===== config.mk =====
export PLATFORM = sky130hd
export DESIGN_NAME = lnk_integrity_ctrl
export DESIGN_NICKNAME = d
export VERILOG_FILES = /design/src/rtl/lnk_integrity_pkg.sv /design/src/rtl/lnk_loss_timer.sv /design/src/rtl/lnk_pair_qual.sv /design/src/rtl/lnk_pulse_gen.sv /design/src/rtl/lnk_integrity_ctrl.sv
export SDC_FILE = /design/constraint.sdc
export NUM_CORES = 1
export LEC_CHECK = 0
export BUFFER_PORTS_ARGS = -buffer_cell sky130_fd_sc_hd__buf_2
export CAP_MARGIN = 20
export CORE_ASPECT_RATIO = 1.25
export CORE_MARGIN = 2
export CORE_UTILIZATION = 25
export CTS_BUF_LIST = sky130_fd_sc_hd__clkbuf_16
export DETAILED_ROUTE_END_ITERATION = 8
export GPL_TIMING_DRIVEN = 1
export PLACE_DENSITY_LB_ADDON = 0.05
export SLEW_MARGIN = 0
export SYNTH_ARGS = -nofsm -noshare
export SYNTH_HDL_FRONTEND = slang
export SYNTH_SLANG_ARGS = --single-unit
export TNS_END_PERCENT = 1

===== constraint.sdc =====
create_clock -name clk -period 1.6 [get_ports clk]
set_input_delay 0.48 -clock clk [delete_from_list [all_inputs] [get_ports clk]]
set_output_delay 0.48 -clock clk [all_outputs]
set_load 0.03 [all_outputs]

===== src/rtl/lnk_integrity_pkg.sv =====
package lnk_integrity_pkg;

    typedef enum logic {
        LINK_DOWN = 1'b0,
        LINK_UP   = 1'b1
    } link_state_e;

    // receive-side events seen in one clock cycle
    typedef struct packed {
        logic tick;
        logic lp;
        logic pkt;
    } rx_evt_t;

    // bits needed to hold values 0..n
    function automatic int unsigned cnt_width(input int unsigned n);
        return (n < 2) ? 1 : $clog2(n + 1);
    endfunction

endpackage


===== src/rtl/lnk_loss_timer.sv =====
module lnk_loss_timer
    import lnk_integrity_pkg::*;
#(
    parameter int unsigned LOSS_TICKS = 60
) (
    input  logic    clk,
    input  logic    rst,
    input  rx_evt_t ev,
    output logic    expire
);
    localparam int unsigned LW = cnt_width(LOSS_TICKS);
    localparam logic [LW-1:0] LAST = LW'(LOSS_TICKS - 1);

    logic [LW-1:0] idle_cnt;
    logic          activity;

    assign activity = ev.lp | ev.pkt;
    assign expire   = ev.tick & ~activity & (idle_cnt == LAST);

    always_ff @(posedge clk) begin
        if (rst || activity || expire) begin
            idle_cnt <= '0;
        end else if (ev.tick) begin
            idle_cnt <= idle_cnt + 1'b1;
        end
    end
endmodule


===== src/rtl/lnk_pair_qual.sv =====
module lnk_pair_qual
    import lnk_integrity_pkg::*;
#(
    parameter int unsigned MIN_GAP = 6,
    parameter int unsigned MAX_GAP = 50
) (
    input  logic clk,
    input  logic rst,
    input  logic armed,
    input  logic lp,
    input  logic tick,
    output logic qualify
);
    localparam int unsigned GW = cnt_width(MAX_GAP);
    localparam logic [GW-1:0] GMIN = GW'(MIN_GAP);
    localparam logic [GW-1:0] GMAX = GW'(MAX_GAP);

    logic          pending;
    logic [GW-1:0] gap;

    assign qualify = armed & lp & pending & (gap > GMIN) & (gap <= GMAX);

    always_ff @(posedge clk) begin
        if (rst || !armed) begin
            pending <= 1'b0;
            gap     <= '0;
        end else if (lp) begin
            // a qualifying pair consumes the pending pulse; any other pulse becomes the new first
            pending <= ~qualify;
            gap     <= '0;
        end else if (tick && pending) begin
            if (gap == GMAX) begin
                pending <= 1'b0;
                gap     <= '0;
            end else begin
                gap <= gap + 1'b1;
            end
        end
    end
endmodule


===== src/rtl/lnk_pulse_gen.sv =====
module lnk_pulse_gen
    import lnk_integrity_pkg::*;
#(
    parameter int unsigned PULSE_TICKS = 16
) (
    input  logic clk,
    input  logic rst,
    input  logic tick,
    input  logic tx_active,
    input  logic tx_eof,
    output logic lp_req
);
    localparam int unsigned PW = cnt_width(PULSE_TICKS);
    localparam logic [PW-1:0] LAST = PW'(PULSE_TICKS - 1);

    logic [PW-1:0] cnt;
    logic          fire;

    assign fire = tick & ~tx_active & ~tx_eof & (cnt == LAST);

    always_ff @(posedge clk) begin
        if (rst) begin
            cnt    <= '0;
            lp_req <= 1'b0;
        end else begin
            lp_req <= fire;
            if (tx_active || tx_eof || fire) begin
                cnt <= '0;
            end else if (tick) begin
                cnt <= cnt + 1'b1;
            end
        end
    end
endmodule


===== src/rtl/lnk_integrity_ctrl.sv =====
module lnk_integrity_ctrl
    import lnk_integrity_pkg::*;
#(
    parameter int unsigned LOSS_TICKS  = 60,
    parameter int unsigned MIN_GAP     = 6,
    parameter int unsigned MAX_GAP     = 50,
    parameter int unsigned PULSE_TICKS = 16
) (
    input  logic clk,
    input  logic rst,
    input  logic tick,
    input  logic rx_link_pulse,
    input  logic rx_packet,
    input  logic tx_active,
    input  logic tx_eof,
    output logic link_ok,
    output logic lp_req,
    output logic led_on,
    output logic rx_pkt_fwd
);
    link_state_e state;
    rx_evt_t     ev;
    logic        expire;
    logic        qualify;
    logic        fwd_q;

    assign ev = '{tick: tick, lp: rx_link_pulse, pkt: rx_packet};

    lnk_loss_timer #(.LOSS_TICKS(LOSS_TICKS)) u_loss (
        .clk    (clk),
        .rst    (rst),
        .ev     (ev),
        .expire (expire)
    );

    lnk_pair_qual #(.MIN_GAP(MIN_GAP), .MAX_GAP(MAX_GAP)) u_pair (
        .clk     (clk),
        .rst     (rst),
        .armed   (state == LINK_DOWN),
        .lp      (rx_link_pulse),
        .tick    (tick),
        .qualify (qualify)
    );

    lnk_pulse_gen #(.PULSE_TICKS(PULSE_TICKS)) u_pulse (
        .clk       (clk),
        .rst       (rst),
        .tick      (tick),
        .tx_active (tx_active),
        .tx_eof    (tx_eof),
        .lp_req    (lp_req)
    );

    always_ff @(posedge clk) begin
        if (rst) begin
            state <= LINK_DOWN;
            fwd_q <= 1'b0;
        end else begin
            // a recovering packet is swallowed: forwarding uses the state before this edge
            fwd_q <= rx_packet & (state == LINK_UP);
            unique case (state)
                LINK_DOWN: if (rx_packet || qualify) state <= LINK_UP;
                LINK_UP:   if (expire)               state <= LINK_DOWN;
                default:   state <= LINK_DOWN;
            endcase
        end
    end

    assign link_ok    = (state == LINK_UP);
    assign led_on     = link_ok;
    assign rx_pkt_fwd = fwd_q;
endmodule


[Yosys cells after proc, flatten, opt, wreduce, memory -nomap -nowiden]
Index checks and enable logic that the tools add are counted.
Cells by class
  divide/modulo/power cells: 0
  multiplexer cells: 7
  reduce and logical (&&, ||, !) cells: 12
  multipliers: 0
  add/sub/neg operators: 3
  shift-type cells: 0
  equal/unequal tests: 3
  $lt $le $gt $ge: 2
  bitwise operators: 16
Operators with widths (number)
  $add A6 B1 Y6 const B: 2
  $eq A6 B6 Y1 const B: 2
  $and A1 B1 Y1: 10
  $gt A6 B3 Y1 const B: 1
  $le A6 B6 Y1 const B: 1
  $logic_or A1 B1 Y1: 6
  $mux W6: 1
  $add A5 B1 Y5 const B: 1
  $eq A5 B4 Y1 const B: 1
  $mux W1: 5
  $not A1 Y1: 5
  $reduce_bool A2 Y1: 2
  $reduce_or A2 Y1: 2
  $pmux W1 S2: 1
  $reduce_and A2 Y1: 1
  $logic_and A1 B1 Y1: 1
  $or A1 B1 Y1: 1
Word-level totals
  memory bits (read-only): 0
  memories: 0
  logic and storage cells: 50
  latch bits: 0
  output and inout port bits: 4
  bits in writable memories: 0
  input port bits: 7
  bits in registers: 21

[Longest topological paths before layout]
Gate-level depths: netlist (run 1).
  word-level depth: 8
  gate-level depth with buffers: 6
  mapped depth without buffers: 6

[Modules after synthesis]
A second synthesis (run 1) with hierarchy kept.
Second synthesis, totals
  cells, all modules: 118
  area, all modules: 1093.5 um2
Modules (own cells, without submodules)
  lnk_pair_qual: cells an instance 50, times used 1, sequential area each 140.1 um2, area each 442.9 um2
  lnk_loss_timer: cells an instance 33, times used 1, sequential area each 120.1 um2, area each 302.8 um2
  lnk_pulse_gen: cells an instance 27, times used 1, sequential area each 120.1 um2, area each 266.5 um2
  lnk_integrity_ctrl: cells an instance 8, times used 1, sequential area each 40.0 um2, area each 81.3 um2

[Worst setup path before layout (run 1)]
OpenSTA, ideal clock, no wires.
  path type: register to register
  start: register u_pair.gap[0]
  end: register u_pair.gap[1]
  path buffers: 0
  arrival time: 1183 ps
  setup time: 133 ps
  slack: 284 ps
  data required time: 1467 ps
  cell stages (with the launch flop): 6
  period minus slack after synthesis: 1316 ps
  path through: dfxtp_1 > inv_1 > ha_1 > or3b_1 > o21ai_2 > a311oi_1
On the way
  cells in the longest elaborated chain, start to end: 2
  elaborated cells on any way between the ends: 3
  classes of those cells: add/sub (1); eq/ne (1); mux (1)
Ends and longest elaborated chain
  from (decl): RTL line lnk_pair_qual.sv:19  | logic [GW-1:0] gap;
  from (signal assigned): RTL line lnk_pair_qual.sv:36  | gap <= gap + 1'b1;
  $add A6 B1 Y6 or $eq A6 B6 Y1 (tied branches): RTL line lnk_pair_qual.sv:36, lnk_pair_qual.sv:32
  $mux W6 *: RTL line lnk_pair_qual.sv:32  | if (gap == GMAX) begin
Mark *: on every way between the ends. The rest lies on a longest branch, timed or not.
A chain may end at the register's enable or synchronous reset.

[Final worst setup path (run 1)]
Ends and elaborated chain as after synthesis.

==> impl_metrics.yaml, run 1 <==
yosys:
  syn_nets: 123
  avgSynthCellArea_sq_um: 8.87
  synth_flop_cell: "dfxtp_1"
  synth_seq_area_share: 0.427
  syn_area_sq_um: 985
  synth-edff-count: 0
  ys_ff_latch: 21
  yosys.cell_types.count: 31
  synthArstFlopShare: 0
  synth_cells: 111
  ys_warn_count: 0
run:
  maxCapViolations: 0
timing:
  hold_ws_ns: 0.475
  worstMarginPinSlew_ns: 0.435
  min_period_over_period: 0.901
  fin_tns_setup_ns: 0
  slew_headroom: 0.708
  grt_setup_unrepaired: "false"
  skew_ns: 0.00172
  timing.fmax_ghz: 0.694
  slew_violations: 0
  post-route-min-period_ns: 1.44
  hold_viol: 0
  final-setup-viol-count: 0
setup_path:
  slowest_delay_ns: 0.41
  worst-path-buf-inv: 1
  cp_top_family: "simple AND/OR/NAND/NOR gates"
  worst_path_max_delay_cell: "or3b_1"
  crit_fanout: 6
  crit_required_ns: 1.72
  setup.worst_path.end_class: "flop"
  crit_type: "reg2reg"
  critPathLaunchType: "flop"
  cp_data_arrival_time_ns: 1.56
  path_cells: "inv_1 -> ha_1 -> or3b_1 -> o21ai_4 -> a311oi_1"
final_layout:
  area.growth.synth_to_final_pct: 21.2
  drive_gt1_frac: 0.144
  fin_nets: 138
  diodes: 0
  most-common-layout-cells: "dfxtp_1, nor2_1, buf_2, nand2_1, a21oi_1"
  final_common_cell: "dfxtp_1"
power:
  powerDensity_nw_per_um2: 952
  ir_worst_vdd_mv: 0.280
  leakage_nw: 0.422
routing:
  drtPass1Iterations: 4
  drc: 0
  drtIter0Drc: 34
  ant_nets: 0
  avgRoutedWirePerCell_microns: 11.0
  vias_per_cell: 4.53
  wl_microns: 1980
  vias: 810
cts:
  htree_levels: 1
  cts_tree: "built"
  cts_hold_buf: 0
  postCtsResizedCells: 0
  clk_pin_slew_ns: 0.06
  cts_buffer_depth: 2
  cts_root_buf: "clkbuf_16"
  clock-sinks: 21
  cts_inserted_buffers: 3
  postCtsSetupBuffers: 0
  clk_latency_ns: 0.25
placement:
  place.gp.congestion: 0.739
  port_buffers: 10
  dp_hpwl_microns: 1470
grt:
  grt_pass1_wl_microns: 3440
  overflow: 0
  grt_max_degree: 12
  grt_pass1_vias: 751
  grt_use_total: 0.103
  grt_antenna_before_repair: 0
worst_hold_path:
  worstHoldPathType: "in2reg"
floorplan:
  design.core.area_sq_um: 3780
  start_util: 0.260
  die_h_microns: 74.2
  rows: 25
  io_pins: 11
  dieArea_sq_um: 4460
  die_x_microns: 60.1
outcome:
  status: "finished, final reports clean"
[sequential cells by signal, indices dropped and copies added (netlist names)]
register         count
led_on               1
rx_pkt_fwd           1
u_loss.idle_cnt      6
u_pair.gap           6
u_pair.pending       1
u_pulse.cnt          5
u_pulse.lp_req       1
[routing by layer]
| metal | share of wire | GRT usage |
|---|---|---|
| met4 | 0.017 | 0.0444 |
| met5 | 0 | 0 |
| met1 | 0.47 | 0.130 |
| met3 | 0.018 | 0.0261 |
| met2 | 0.49 | 0.165 |
[layout make-up]
cell class / instances / area, sq um
Clock buffer: 3 / 75.1
Clock inverter: 1 / 3.75
Inverter: 3 / 11.3
Multi-Input combinational cell: 83 / 536
Timing Repair Buffer: 14 / 80.1
Sequential cell: 21 / 420
Tap cell: 54 / 67.6
Fill cell: 426 / 2590
[worst min-delay path, delay by kind of cell]
family	cells	cell delay, ns
buffers and inverters	1	0.10
and+or+nand+nor	1	0.05
AOI/OAI and AO/OA	1	0.06
[final timing paths]
check,startpoint,end,slack (ns),depth (start not counted)
worst max-delay path,u_pair.gap[0]$_SDFFE_PP0P_,u_pair.gap[1]$_SDFFE_PP0P_,0.16,5
worst min-delay path,rx_packet,led_on$_SDFF_PP0_,0.47,3
worst min register to register,u_pulse.cnt[4]$_SDFFE_PP0P_,u_pulse.cnt[4]$_SDFFE_PP0P_,0.48,2
worst max register to register,u_pair.gap[0]$_SDFFE_PP0P_,u_pair.gap[1]$_SDFFE_PP0P_,0.16,5
[cell families (layout without fill, tap and decap cells)]
family / count (synthesis) / after routing / share of synthesized area
compound gates: 21 / 21 / 0.136
xor+xnor: 9 / 9 / 0.0801
fa+ha+maj: 5 / 5 / 0.0635
buf+inv: 7 / 21 / 0.0368
flops: 21 / 21 / 0.427
mux: 2 / 2 / 0.0203
simple gates: 46 / 46 / 0.236
[power breakdown]
| part | leakage, nW | switching [mW] | internal (mW) | total, mW |
|---|---|---|---|---|
| registers | 0.170 | 0.0106 | 0.531 | 0.542 |
| logic | 0.210 | 0.0453 | 0.0291 | 0.0744 |
| clock network | 0.0423 | 0.187 | 0.333 | 0.520 |
[stage by stage]
| step | total power [mW] | setup WS, ns | util | instance area, sq um | std cells |
|---|---|---|---|---|---|
| after floorplan | 0.603 | 0.284 | - | 985 | 111 |
| after global placement | 0.628 | 0.101 | 0.293 | 1110 | 175 |
| after detailed placement | 0.627 | 0.0993 | 0.293 | 1110 | 175 |
| after CTS | 1.16 | 0.0945 | 0.313 | 1190 | 179 |
| after global routing | 1.20 | 0.0274 | 0.315 | 1190 | 179 |
| final | 1.14 | 0.159 | 0.315 | 1190 | 179 |
[synth_stat cells (2+ instances only)]
library cell  count  share of area
o21ai_0           4          0.020
and3_1            2          0.013
inv_1             3          0.011
o211ai_1          2          0.015
xnor2_1           3          0.027
dfxtp_1          21           0.43
buf_2             2          0.010
nand2_1           9          0.034
a21oi_1           7          0.036
ha_1              5          0.064
xor2_1            6          0.053
or3_1             4          0.025
nand4_1           5          0.032
nor3_1            4          0.020
buf_4             2          0.015
nor2_1           13          0.050
or3b_1            2          0.018
nand3_1           3          0.015
mux2i_1           2          0.020
Power figures use the tool's default switching activity.
==> run 2, diff against run 1 <==
SYNTH_HIERARCHICAL = 1   (was not set)
==> run 2 against run 1 <==
Compared with the run above:
- non-clock buffer count rose by 4
- critical path type unchanged
- critical endpoint is now led_on$_SDFF_PP0_
- cell count up 7.3%
- critical path depth is 2 higher
- synthesized cell count rose by 6.3%
- sequential share of layout area down 3.5 points
- sequential cell count unchanged
- clock skew about the same
- worst setup slack worse by 0.018 ns
- sequential power is 0.7% lower
==> impl_metrics.yaml, run 2 <==
final_layout:
  fin_nets: 149
  most-common-layout-cells: "dfxtp_1, nand2_1, nor2_1, buf_2, buf_4"
  regArea_sq_um: 420
  drive_gt1_frac: 0.235
  nFillCells: 452
  diodes: 0
  multi_input_area_sq_um: 623
  area.growth.synth_to_final_pct: 21.2
  top_regs: "u_loss/idle_cnt x6, u_pair/gap x6, u_pulse/cnt x5"
  final_common_cell: "dfxtp_1"
floorplan:
  dieArea_sq_um: 4920
  die_x_microns: 63.2
  design.core.area_sq_um: 4130
  rows: 26
  die_h_microns: 77.9
  start_util: 0.265
  io_pins: 11
cts:
  clk_pin_slew_ns: 0.06
  htree_levels: 1
  cts_hold_buf: 0
  clk_latency_ns: 0.25
  cts_root_buf: "clkbuf_16"
  cts_tree: "built"
  clock-sinks: 21
  cts_buffer_depth: 2
  cts_inserted_buffers: 3
  postCtsSetupBuffers: 0
power:
  power.share.clock: 0.455
  swShare: 0.212
  power_mw: 1.14
  powerDensity_nw_per_um2: 860
  ir_worst_vdd_mv: 0.229
  switching_power_mw: 0.242
  intPower_mw: 0.898
  pwr-share-comb: 0.073
  leakage_nw: 0.479
  pwr-share-seq: 0.472
yosys:
  avgSynthCellArea_sq_um: 9.27
  yosysTopAreaCellShare: 0.384
  synth_seq_area_share: 0.384
  ys_ff_latch: 21
  synthArstFlopShare: 0
  syn_area_sq_um: 1090
  synth-edff-count: 0
  synth_flop_cell: "dfxtp_1"
  ys_warn_count: 6
  syn_nets: 130
  synth.top_cells.by_area: "dfxtp_1, ha_1, nand2_1"
  synthTopCellsByCount: "dfxtp_1, nand2_1, nor2_1"
  yosys.cell_types.count: 38
  yosysTopAreaCell: "dfxtp_1"
  synth_cells: 118
  yosysMostFrequentCell: "dfxtp_1"
routing:
  drtPass1Iterations: 4
  avgRoutedWirePerCell_microns: 11.3
  drc: 0
  ant_nets: 0
  wl_microns: 2180
  drtIter0Drc: 45
  vias_per_cell: 4.65
  vias: 892
setup_path:
  crit_fanout: 2
  crit_required_ns: 1.78
  critPathLaunchType: "flop"
  setup.worst_path.end_class: "flop"
  cp_top_family: "compound AO/OA/AOI/OAI gates"
  worst-path-buf-inv: 1
  slowest_delay_ns: 0.32
  crit_type: "reg2reg"
  cp_data_arrival_time_ns: 1.63
  path_cells: "inv_1 -> ha_1 -> nand3b_1 -> a221oi_2 -> and2_1 -> nor3_2 -> a211oi_2"
  worst_path_max_delay_cell: "dfxtp_1"
timing:
  hold_viol: 0
  slew_violations: 0
  post-route-min-period_ns: 1.46
  final-setup-viol-count: 0
  worstMarginPinSlew_ns: 0.450
  slew_headroom: 0.699
  fin_tns_setup_ns: 0
  timing.fmax_ghz: 0.685
  skew_ns: 0.00130
  grt_setup_unrepaired: "false"
  min_period_over_period: 0.912
grt:
  overflow: 0
  grt_antenna_before_repair: 0
  grt_pass1_wl_microns: 3880
  grt_max_degree: 12
  grt_pass1_vias: 875
  grt_use_total: 0.0996
placement:
  place.gp.congestion: 0.779
  dp_hpwl_microns: 1720
  port_buffers: 10
outcome:
  status: "finished, final reports clean"
run:
  maxCapViolations: 0
worst_hold_path:
  worstHoldPathType: "in2reg"
==> run 2: power groups by stage <==
stage | clock, mW | combinational, mW | sequential [mW]
2_1_floorplan | 0 | 0.0450 | 0.554
3_3_place_gp | 0 | 0.0838 | 0.550
3_5_place_dp | 0 | 0.0838 | 0.549
4_1_cts | 0.547 | 0.0841 | 0.538
5_1_grt | 0.566 | 0.0910 | 0.539
6_report | 0.519 | 0.0830 | 0.538
==> run 2: what timing repair did <==
item                                    CTS  global route
gates resized for setup                   0             1
hold endpoints to repair                  0             0
endpoints found under the setup margin    0             1
==> run 2: area by class of cell <==
class	instances	area share
multi-input cells	87	0.470
flip-flops and latches	21	0.317
repair buffers	18	0.0831
clock buffers	3	0.0567
well taps	56	0.0529
inverters	6	0.0170
clock inverters	1	0.00283
==> run 2: metal layers <==
layer  track usage  share of wire
met5             0              0
met4        0.0467         0.0083
met3        0.0174          0.012
met2         0.173           0.53
met1         0.117           0.45
==> run 2: cells by family after synthesis <==
family / count (synthesis) / share of synthesized area
xor gates and xnor gates: 7 / 0.0561
and+or+nand+nor: 52 / 0.281
muxes: 2 / 0.0183
buffers and inverters: 10 / 0.0515
AOI/OAI and AO/OA: 21 / 0.151
DFF: 21 / 0.384
adders and majority gates: 5 / 0.0572
==> run 2: path summary, 6_finish.rpt <==
kind	slack, ns	depth (start not counted)	to	start
setup / recovery	0.14	7	led_on$_SDFF_PP0_	u_pair/gap[0]$_SDFFE_PP0P_
hold / removal	0.50	3	rx_pkt_fwd$_SDFF_PP0_	rx_packet
setup reg to reg	0.14	7	led_on$_SDFF_PP0_	u_pair/gap[0]$_SDFFE_PP0P_
hold reg to reg	0.50	2	u_pulse/cnt[3]$_SDFFE_PP0P_	u_pulse/cnt[3]$_SDFFE_PP0P_
==> run 2: per-stage QoR <==
stage | cell area, sq um | hold WS [ns] | util | setup slack, ns | instances
global route | 1330 | 0.506 | 0.321 | 0.0359 | 192
detailed placement | 1240 | 0.491 | 0.300 | 0.0808 | 188
floorplan | 1090 | 0.470 | - | 0.0875 | 118
finish | 1330 | 0.499 | 0.321 | 0.141 | 192
CTS | 1320 | 0.494 | 0.319 | 0.0638 | 192
global placement | 1240 | 0.489 | 0.300 | 0.0860 | 188
==> run 2: worst register-to-register path, delay by kind of cell (launching register included) <==
kind | cells | cell delay [ns]
AOI/OAI and AO/OA | 2 | 0.43
adders and majority gates | 1 | 0.18
buffers and inverters | 1 | 0.06
and+or+nand+nor | 3 | 0.39
DFF | 1 | 0.32
